--- src/rtl/stp_pkg.sv ---
package stp_pkg;

    // Direction captured from the biased speed word.
    typedef enum logic [1:0] {
        DIR_HOLD = 2'd0,
        DIR_FWD  = 2'd1,
        DIR_REV  = 2'd2
    } stp_dir_e;

    // Phase states; the index is the coil table entry.
    typedef enum logic [1:0] {
        PH_0 = 2'd0,
        PH_1 = 2'd1,
        PH_2 = 2'd2,
        PH_3 = 2'd3
    } stp_phase_e;

    localparam int unsigned COIL_N = 4;

endpackage

--- src/rtl/stp_speed_decode.sv ---
module stp_speed_decode
    import stp_pkg::*;
#(
    parameter int unsigned SPD_W = 8
) (
    input  logic [SPD_W-1:0] speed_i,
    output stp_dir_e         dir_o,
    output logic [SPD_W-1:0] dly_hi_o
);
    localparam logic [SPD_W-1:0] MID  = {1'b1, {(SPD_W-1){1'b0}}};
    localparam logic [SPD_W-1:0] MAXM = MID - 1'b1;

    logic [SPD_W-1:0] mag;
    logic [SPD_W-1:0] mag_sat;
    logic [SPD_W-1:0] mag_dbl;

    always_comb begin
        if (speed_i > MID) begin
            dir_o = DIR_FWD;
            mag   = speed_i - MID;
        end else if (speed_i < MID) begin
            dir_o = DIR_REV;
            mag   = MID - speed_i;
        end else begin
            dir_o = DIR_HOLD;
            mag   = '0;
        end
        mag_sat  = (mag > MAXM) ? MAXM : mag;
        mag_dbl  = mag_sat << 1;
        dly_hi_o = ~mag_dbl;
    end

    always_comb begin
        AST_HOLD_ONLY_AT_MID: assert ((dir_o == DIR_HOLD) == (speed_i == MID));
    end

endmodule

--- src/rtl/stp_step_timer.sv ---
module stp_step_timer #(
    parameter int unsigned CNT_W = 16,
    parameter int unsigned HI_W  = 8
) (
    input  logic            clk,
    input  logic            rst_n,
    input  logic [HI_W-1:0] dly_hi_i,
    output logic            step_o
);
    localparam int unsigned LO_W = CNT_W - HI_W;
    localparam logic [CNT_W-1:0] RST_DLY = {1'b1, {(CNT_W-1){1'b0}}};

    logic [CNT_W-1:0] tmr_q;
    logic [CNT_W-1:0] cmp_q;
    logic [CNT_W-1:0] dly_q;

    assign step_o = (tmr_q == cmp_q);

    always_ff @(posedge clk or negedge rst_n) begin
        if (!rst_n) begin
            tmr_q <= '0;
            cmp_q <= RST_DLY;
            dly_q <= RST_DLY;
        end else begin
            tmr_q <= tmr_q + 1'b1;
            if (step_o) begin
                cmp_q <= cmp_q + dly_q;
                dly_q <= {dly_hi_i, {LO_W{1'b0}}};
            end
        end
    end

    AST_TMR_FREE_RUN: assert property (@(posedge clk) disable iff (!rst_n)
        $past(rst_n) |-> tmr_q == $past(tmr_q) + 1'b1);

    AST_CMP_ADVANCE: assert property (@(posedge clk) disable iff (!rst_n)
        step_o |=> cmp_q == $past(cmp_q) + $past(dly_q));

    AST_CMP_UNDISTURBED: assert property (@(posedge clk) disable iff (!rst_n)
        !step_o |=> $stable(cmp_q) && $stable(dly_q));

    AST_DLY_NONZERO: assert property (@(posedge clk) disable iff (!rst_n)
        dly_q != '0);

endmodule

--- src/rtl/stp_phase_fsm.sv ---
module stp_phase_fsm
    import stp_pkg::*;
(
    input  logic              clk,
    input  logic              rst_n,
    input  logic              step_i,
    input  stp_dir_e          dir_i,
    output logic [COIL_N-1:0] coil_o
);
    stp_phase_e state_q, state_d;
    stp_dir_e   dir_q;

    // Next-state selection: ADVANCE, RETREAT or HOLD.
    always_comb begin
        state_d = state_q;
        if (step_i) begin
            unique case (state_q)
                PH_0: state_d = (dir_q == DIR_FWD) ? PH_1 :
                                (dir_q == DIR_REV) ? PH_3 : PH_0;
                PH_1: state_d = (dir_q == DIR_FWD) ? PH_2 :
                                (dir_q == DIR_REV) ? PH_0 : PH_1;
                PH_2: state_d = (dir_q == DIR_FWD) ? PH_3 :
                                (dir_q == DIR_REV) ? PH_1 : PH_2;
                PH_3: state_d = (dir_q == DIR_FWD) ? PH_0 :
                                (dir_q == DIR_REV) ? PH_2 : PH_3;
            endcase
        end
    end

    // State register and captured direction.
    always_ff @(posedge clk or negedge rst_n) begin
        if (!rst_n) begin
            state_q <= PH_0;
            dir_q   <= DIR_HOLD;
        end else begin
            state_q <= state_d;
            if (step_i) begin
                dir_q <= dir_i;
            end
        end
    end

    // Coil table: coils energised in the order 0, 2, 1, 3.
    always_comb begin
        unique case (state_q)
            PH_0: coil_o = 4'b0001;
            PH_1: coil_o = 4'b0100;
            PH_2: coil_o = 4'b0010;
            PH_3: coil_o = 4'b1000;
        endcase
    end

    AST_COIL_ONEHOT: assert property (@(posedge clk) disable iff (!rst_n)
        $countones(coil_o) == 1);

    AST_NO_STEP_NO_MOVE: assert property (@(posedge clk) disable iff (!rst_n)
        !step_i |=> $stable(state_q) && $stable(dir_q));

    AST_HOLD_NO_MOVE: assert property (@(posedge clk) disable iff (!rst_n)
        (step_i && dir_q == DIR_HOLD) |=> $stable(coil_o));

    AST_FWD_WRAP: assert property (@(posedge clk) disable iff (!rst_n)
        (step_i && dir_q == DIR_FWD && coil_o == 4'b1000) |=> coil_o == 4'b0001);

    AST_REV_WRAP: assert property (@(posedge clk) disable iff (!rst_n)
        (step_i && dir_q == DIR_REV && coil_o == 4'b0001) |=> coil_o == 4'b1000);

endmodule

--- src/rtl/stp_speed_ctrl.sv ---
module stp_speed_ctrl
    import stp_pkg::*;
#(
    parameter int unsigned CNT_W = 16,
    parameter int unsigned SPD_W = 8
) (
    input  logic             clk,
    input  logic             rst_n,
    input  logic [SPD_W-1:0] speed_in,
    output logic [3:0]       coil_o
);
    stp_dir_e         dir_new;
    logic [SPD_W-1:0] dly_hi;
    logic             step;

    stp_speed_decode #(.SPD_W(SPD_W)) u_decode (
        .speed_i  (speed_in),
        .dir_o    (dir_new),
        .dly_hi_o (dly_hi)
    );

    stp_step_timer #(.CNT_W(CNT_W), .HI_W(SPD_W)) u_timer (
        .clk      (clk),
        .rst_n    (rst_n),
        .dly_hi_i (dly_hi),
        .step_o   (step)
    );

    stp_phase_fsm u_fsm (
        .clk    (clk),
        .rst_n  (rst_n),
        .step_i (step),
        .dir_i  (dir_new),
        .coil_o (coil_o)
    );

    initial begin
        AST_WIDTH_OK: assert (CNT_W > SPD_W && SPD_W >= 2);
    end

endmodule

--- config.mk ---
export PLATFORM = sky130hd
export DESIGN_NAME = stp_speed_ctrl
export DESIGN_NICKNAME = d
export VERILOG_FILES = /design/src/rtl/stp_pkg.sv /design/src/rtl/stp_speed_decode.sv /design/src/rtl/stp_step_timer.sv /design/src/rtl/stp_phase_fsm.sv /design/src/rtl/stp_speed_ctrl.sv
export SDC_FILE = /design/constraint.sdc
export NUM_CORES = 1
export LEC_CHECK = 0
export ABC_AREA = 0
export BUFFER_PORTS_ARGS = -buffer_cell sky130_fd_sc_hd__buf_2
export CORE_ASPECT_RATIO = 1.4
export CORE_MARGIN = 4
export CORE_UTILIZATION = 50
export CTS_CLUSTER_SIZE = 8
export DETAILED_ROUTE_END_ITERATION = 16
export PLACE_DENSITY = 0.72
export SKIP_LAST_GASP = 1
export SYNTH_ARGS = -nofsm -noshare
export SYNTH_HDL_FRONTEND = slang
export SYNTH_SLANG_ARGS = --single-unit
--- constraint.sdc ---
create_clock -name clk -period 1.7 [get_ports clk]
set_input_delay 0.085 -clock clk [delete_from_list [all_inputs] [get_ports clk]]
set_output_delay 0.085 -clock clk [all_outputs]
set_load 0.005 [all_outputs]
==> impl_metrics.prom <==
# TYPE chip_impl_metric gauge
chip_impl_metric{name="final_hold_viol_count",unit=""} 0
chip_impl_metric{name="clock_tree.buffer_depth",unit=""} 2
chip_impl_metric{name="setup_violations",unit=""} 16
chip_impl_info{name="cts_tree",value="yes"} 1
chip_impl_metric{name="post-route-period-util",unit=""} 1.20
chip_impl_metric{name="fp.dieH",unit="um"} 84.0
chip_impl_metric{name="cts_htree_levels",unit=""} 2
chip_impl_metric{name="starting_utilization_of_the_core_area",unit=""} 0.522
chip_impl_info{name="hold_start",value="speed_in[7]"} 1
chip_impl_metric{name="cts.sink_count",unit=""} 36
chip_impl_metric{name="share_comb_of_total_power",unit=""} 0.172
chip_impl_metric{name="detail_route.first_pass.iterations",unit=""} 4
chip_impl_metric{name="numCtsBuffers",unit=""} 5
chip_impl_metric{name="n_antenna_cell",unit=""} 0
chip_impl_metric{name="swShare",unit=""} 0.264
chip_impl_metric{name="via_count_of_the_first_global_routing_pass",unit=""} 1762
chip_impl_metric{name="pwr-share-clk",unit=""} 0.339
chip_impl_metric{name="gp_congestion",unit=""} 0.794
chip_impl_metric{name="yosys_warnings",unit=""} 0
chip_impl_metric{name="met2_usage",unit=""} 0.344
chip_impl_info{name="grt_most_used_layer",value="met2"} 1
chip_impl_metric{name="clkSlewWorstSetupHoldPaths",unit="ns"} 0.07
chip_impl_info{name="violations",value="setup timing"} 1
chip_impl_metric{name="critical_path_required",unit="ns"} 1.87
chip_impl_info{name="min_delay_worst_endpoint",value="u_fsm.dir_q[1]$_DFFE_PN0N_"} 1
chip_impl_metric{name="syn_to_final_growth",unit="%"} 37.4
chip_impl_metric{name="grt.total_usage",unit=""} 0.188
chip_impl_metric{name="place.detailed.hpwl",unit="um"} 2910
chip_impl_metric{name="worst_ir_drop_vdd",unit="mV"} 0.701
chip_impl_metric{name="worst_pin_slew",unit="ns"} 0.457
chip_impl_metric{name="finalClockSkew",unit="ns"} 0.00280
chip_impl_info{name="worst_setup_path_start_kind",value="flip-flop"} 1
chip_impl_info{name="timing.rr.start",value="u_timer.cmp_q[8]$_DFFE_PN0N_"} 1
chip_impl_metric{name="boundaryPins",unit=""} 14
chip_impl_metric{name="grt_remaining_overflow",unit=""} 0
chip_impl_metric{name="maxSlewHeadroom",unit=""} 0.692
chip_impl_metric{name="register_to_register_path_setup_slack",unit="ns"} -0.33
chip_impl_metric{name="drc",unit=""} 0
chip_impl_metric{name="route.vias.total",unit=""} 1680
chip_impl_metric{name="drt-wirelength-per-cell",unit="um"} 15.8
chip_impl_metric{name="min_period",unit="ns"} 2.03
chip_impl_metric{name="p_int",unit="W"} 0.00136
chip_impl_metric{name="layout-drive-gt1-share",unit=""} 0.368
chip_impl_metric{name="antenna_violations_before_repair",unit=""} 0
chip_impl_info{name="critical_path.endpoint_type",value="flip-flop"} 1
chip_impl_metric{name="grt.met3_usage",unit=""} 0.0404
chip_impl_info{name="crit_path_start",value="u_timer.cmp_q[8]$_DFFE_PN0N_"} 1
chip_impl_info{name="rsz0062_at_grt",value="yes"} 1
chip_impl_metric{name="r2r.worst_path.cells",unit=""} 9
chip_impl_metric{name="count_of_mapped_cells_out_of_synthesis",unit=""} 205
chip_impl_info{name="run_status",value="finished, violations left"} 1
chip_impl_metric{name="fmax",unit="MHz"} 492
chip_impl_metric{name="cp.arrival",unit="ns"} 2.21
chip_impl_metric{name="pwr-share-seq",unit=""} 0.489
chip_impl_metric{name="pwr_density_cell",unit="mW/mm^2"} 652
chip_impl_metric{name="grt_start_max_net_pins",unit=""} 37
chip_impl_metric{name="post-layout-total-power",unit="W"} 0.00185
chip_impl_metric{name="final_critical_path_setup_slack",unit="ns"} -0.333
chip_impl_metric{name="hold_ws",unit="ns"} 0.0616
chip_impl_info{name="regToRegEndpoint",value="u_timer.cmp_q[14]$_DFFE_PN0N_"} 1
chip_impl_metric{name="viasPerCell",unit=""} 5.58
chip_impl_metric{name="insertion_delay",unit="ns"} 0.29
chip_impl_info{name="cts_root_buffer",value="clkbuf_8"} 1
chip_impl_info{name="hold_path.class",value="primary input to flip-flop"} 1
chip_impl_metric{name="total_die_area",unit="mm^2"} 0.00524
chip_impl_metric{name="timing_max_transition_violations_final",unit=""} 0
chip_impl_metric{name="drt_first_iter_violations",unit=""} 43
chip_impl_metric{name="drv.max_cap_violation_count",unit=""} 0
chip_impl_metric{name="ant_nets",unit=""} 0
chip_impl_metric{name="worst-path-max-fanout",unit=""} 3
chip_impl_metric{name="syn_area_per_cell",unit="um^2"} 10.1
chip_impl_metric{name="power.leakage",unit="nW"} 1.32
chip_impl_metric{name="netlist-cell-type-count",unit=""} 41
chip_impl_metric{name="die_w",unit="um"} 62.3
chip_impl_metric{name="yosysSeqAreaShare",unit=""} 0.438
chip_impl_info{name="timing_worst_setup_path_type",value="flip-flop to flip-flop"} 1
chip_impl_metric{name="placed_cell_area",unit="mm^2"} 0.00238
chip_impl_metric{name="placement.io_buffers",unit=""} 13
chip_impl_metric{name="post_synth_instance_area",unit="mm^2"} 0.00206
chip_impl_metric{name="std_cell_rows",unit=""} 27
chip_impl_metric{name="finalInstanceArea",unit="mm^2"} 0.00284
chip_impl_metric{name="mappedNetlistNets",unit=""} 228
chip_impl_metric{name="route.final.wire_length",unit="um"} 4760
chip_impl_metric{name="fin_nets",unit=""} 280
chip_impl_metric{name="power.net_switching",unit="W"} 0.000488
chip_impl_metric{name="worst_hold_path.num_cells",unit=""} 2
chip_impl_metric{name="area_of_the_core_region",unit="mm^2"} 0.00395
chip_impl_metric{name="postSynthRegisterBits",unit=""} 36
chip_impl_metric{name="grt.met1_usage",unit=""} 0.198
chip_impl_metric{name="grt_pass1_wl",unit="um"} 7850
[how the worst max path moves through the flow]
stage | endpoint | cells after the start
final | u_timer.cmp_q[14]$_DFFE_PN0N_ | 9
after detailed placement | u_timer.cmp_q[14]$_DFFE_PN0N_ | 8
after global placement | u_timer.cmp_q[14]$_DFFE_PN0N_ | 8
after floorplan | u_timer.cmp_q[14]$_DFFE_PN0N_ | 8
after global routing | u_timer.cmp_q[14]$_DFFE_PN0N_ | 9
after CTS | u_timer.cmp_q[14]$_DFFE_PN0N_ | 8
[critical path, cell delays in order (launching register included)]
cell,delay (ns)
dfrtp_1,0.42
ha_4,0.18
inv_2,0.05
fa_2,0.20
nor2b_2,0.06
o21a_1,0.22
buf_4,0.15
o211ai_1,0.20
o311ai_1,0.16
mux2_4,0.29
[synth_stat cells]
library cell	instances	area share
a211oi_1	1	0.0036
a21o_1	1	0.0036
a21oi_1	5	0.012
a21oi_2	1	0.0042
a221o_1	1	0.0048
a221oi_1	2	0.0085
a31oi_1	2	0.0061
and2_1	1	0.0030
and3_1	4	0.012
and4_1	1	0.0042
and4b_1	1	0.0048
buf_6	1	0.0055
clkbuf_1	3	0.0055
dfrtp_1	34	0.41
dfstp_2	2	0.025
fa_1	1	0.0097
ha_1	12	0.073
inv_1	12	0.022
mux2_2	2	0.011
mux2_4	1	0.0073
mux2i_1	2	0.0097
nand2_1	21	0.038
nand2b_1	3	0.0091
nand3_1	11	0.027
nand4_2	1	0.0061
nor2_1	10	0.018
nor2b_1	5	0.015
nor3_1	6	0.015
nor4_1	1	0.0030
nor4_2	2	0.012
nor4b_1	1	0.0042
o211ai_1	1	0.0036
o21a_1	3	0.011
o21ai_0	7	0.017
o21ai_1	2	0.0048
o21bai_1	1	0.0036
o311ai_0	1	0.0042
o31ai_1	6	0.022
or3_1	1	0.0030
xnor2_1	12	0.051
xor2_1	20	0.085
[routing by layer]
layer	share of wire	vias to the layer above
li1	-	815
met1	0.39	821
met2	0.55	32
met3	0.029	12
met4	0.034	0
met5	0	-
[per-stage QoR]
stage,TNS [ns],util,setup slack [ns],std cells
6_report,-1.60,0.718,-0.333,301
5_1_grt,-2.99,0.718,-0.395,301
4_1_cts,-1.31,0.669,-0.189,298
3_5_place_dp,-0.397,0.602,-0.204,282
3_3_place_gp,-0.214,0.602,-0.121,282
2_1_floorplan,-0.114,-,-0.114,205
[flip-flops by register name (all words and copies together) (netlist names)]
| signal | cells |
|---|---|
| u_timer.dly_q | 8 |
| u_timer.cmp_q | 8 |
| u_fsm.dir_q | 2 |
| u_fsm.state_q | 2 |
| u_timer.tmr_q | 16 |
[cells in the final DEF (no fill, tap or decap), types with 5 or more instances in the layout]
cell	netlist	layout
dfrtp_1	34	33
buf_4	0	26
xor2_1	20	18
nand2_1	21	13
buf_2	0	13
xnor2_1	12	12
inv_1	12	11
nand3_1	11	11
nor2_1	10	9
ha_1	12	9
clkbuf_8	0	6
nor3_1	6	5
a21oi_1	5	5
o21ai_1	2	5
[final cells by class]
| cell class | count | area (um^2) |
|---|---|---|
| fill | 263 | 1120 |
| timing repair buffer | 49 | 438 |
| clock buffer | 8 | 90.1 |
| inverter | 12 | 45.0 |
| tap | 43 | 53.8 |
| sequential | 36 | 905 |
| multi-input combinational | 153 | 1310 |
[power by group through the flow]
| stage | Sequential [W] | Clock [W] | Combinational [W] |
|---|---|---|---|
| after floorplan | 0.000908 | 0 | 0.000153 |
| after global placement | 0.000911 | 0 | 0.000237 |
| after detailed placement | 0.000913 | 0 | 0.000244 |
| after CTS | 0.000898 | 0.000641 | 0.000272 |
| after global routing | 0.000908 | 0.000680 | 0.000352 |
| final | 0.000905 | 0.000627 | 0.000318 |
[cell families (layout without fill, tap and decap cells)]
family / after synthesis / count (layout) / synth area share
AOI/OAI and AO/OA: 34 / 34 / 0.109
DFF: 36 / 36 / 0.438
and+or+nand+nor: 69 / 69 / 0.175
muxes: 5 / 5 / 0.0279
xor gates and xnor gates: 32 / 32 / 0.136
buffers and inverters: 16 / 69 / 0.0327
adders and majority gates: 13 / 13 / 0.0824
[repair_timing]
action	CTS	global route
gates cloned	3	0
hold buffers	1	0
hold endpoints to repair	36	0
setup endpoints to repair	12	20
resized for setup	18	38
buffers inserted	5	4
pin swaps	8	19
(Power assumes the default switching activity.)
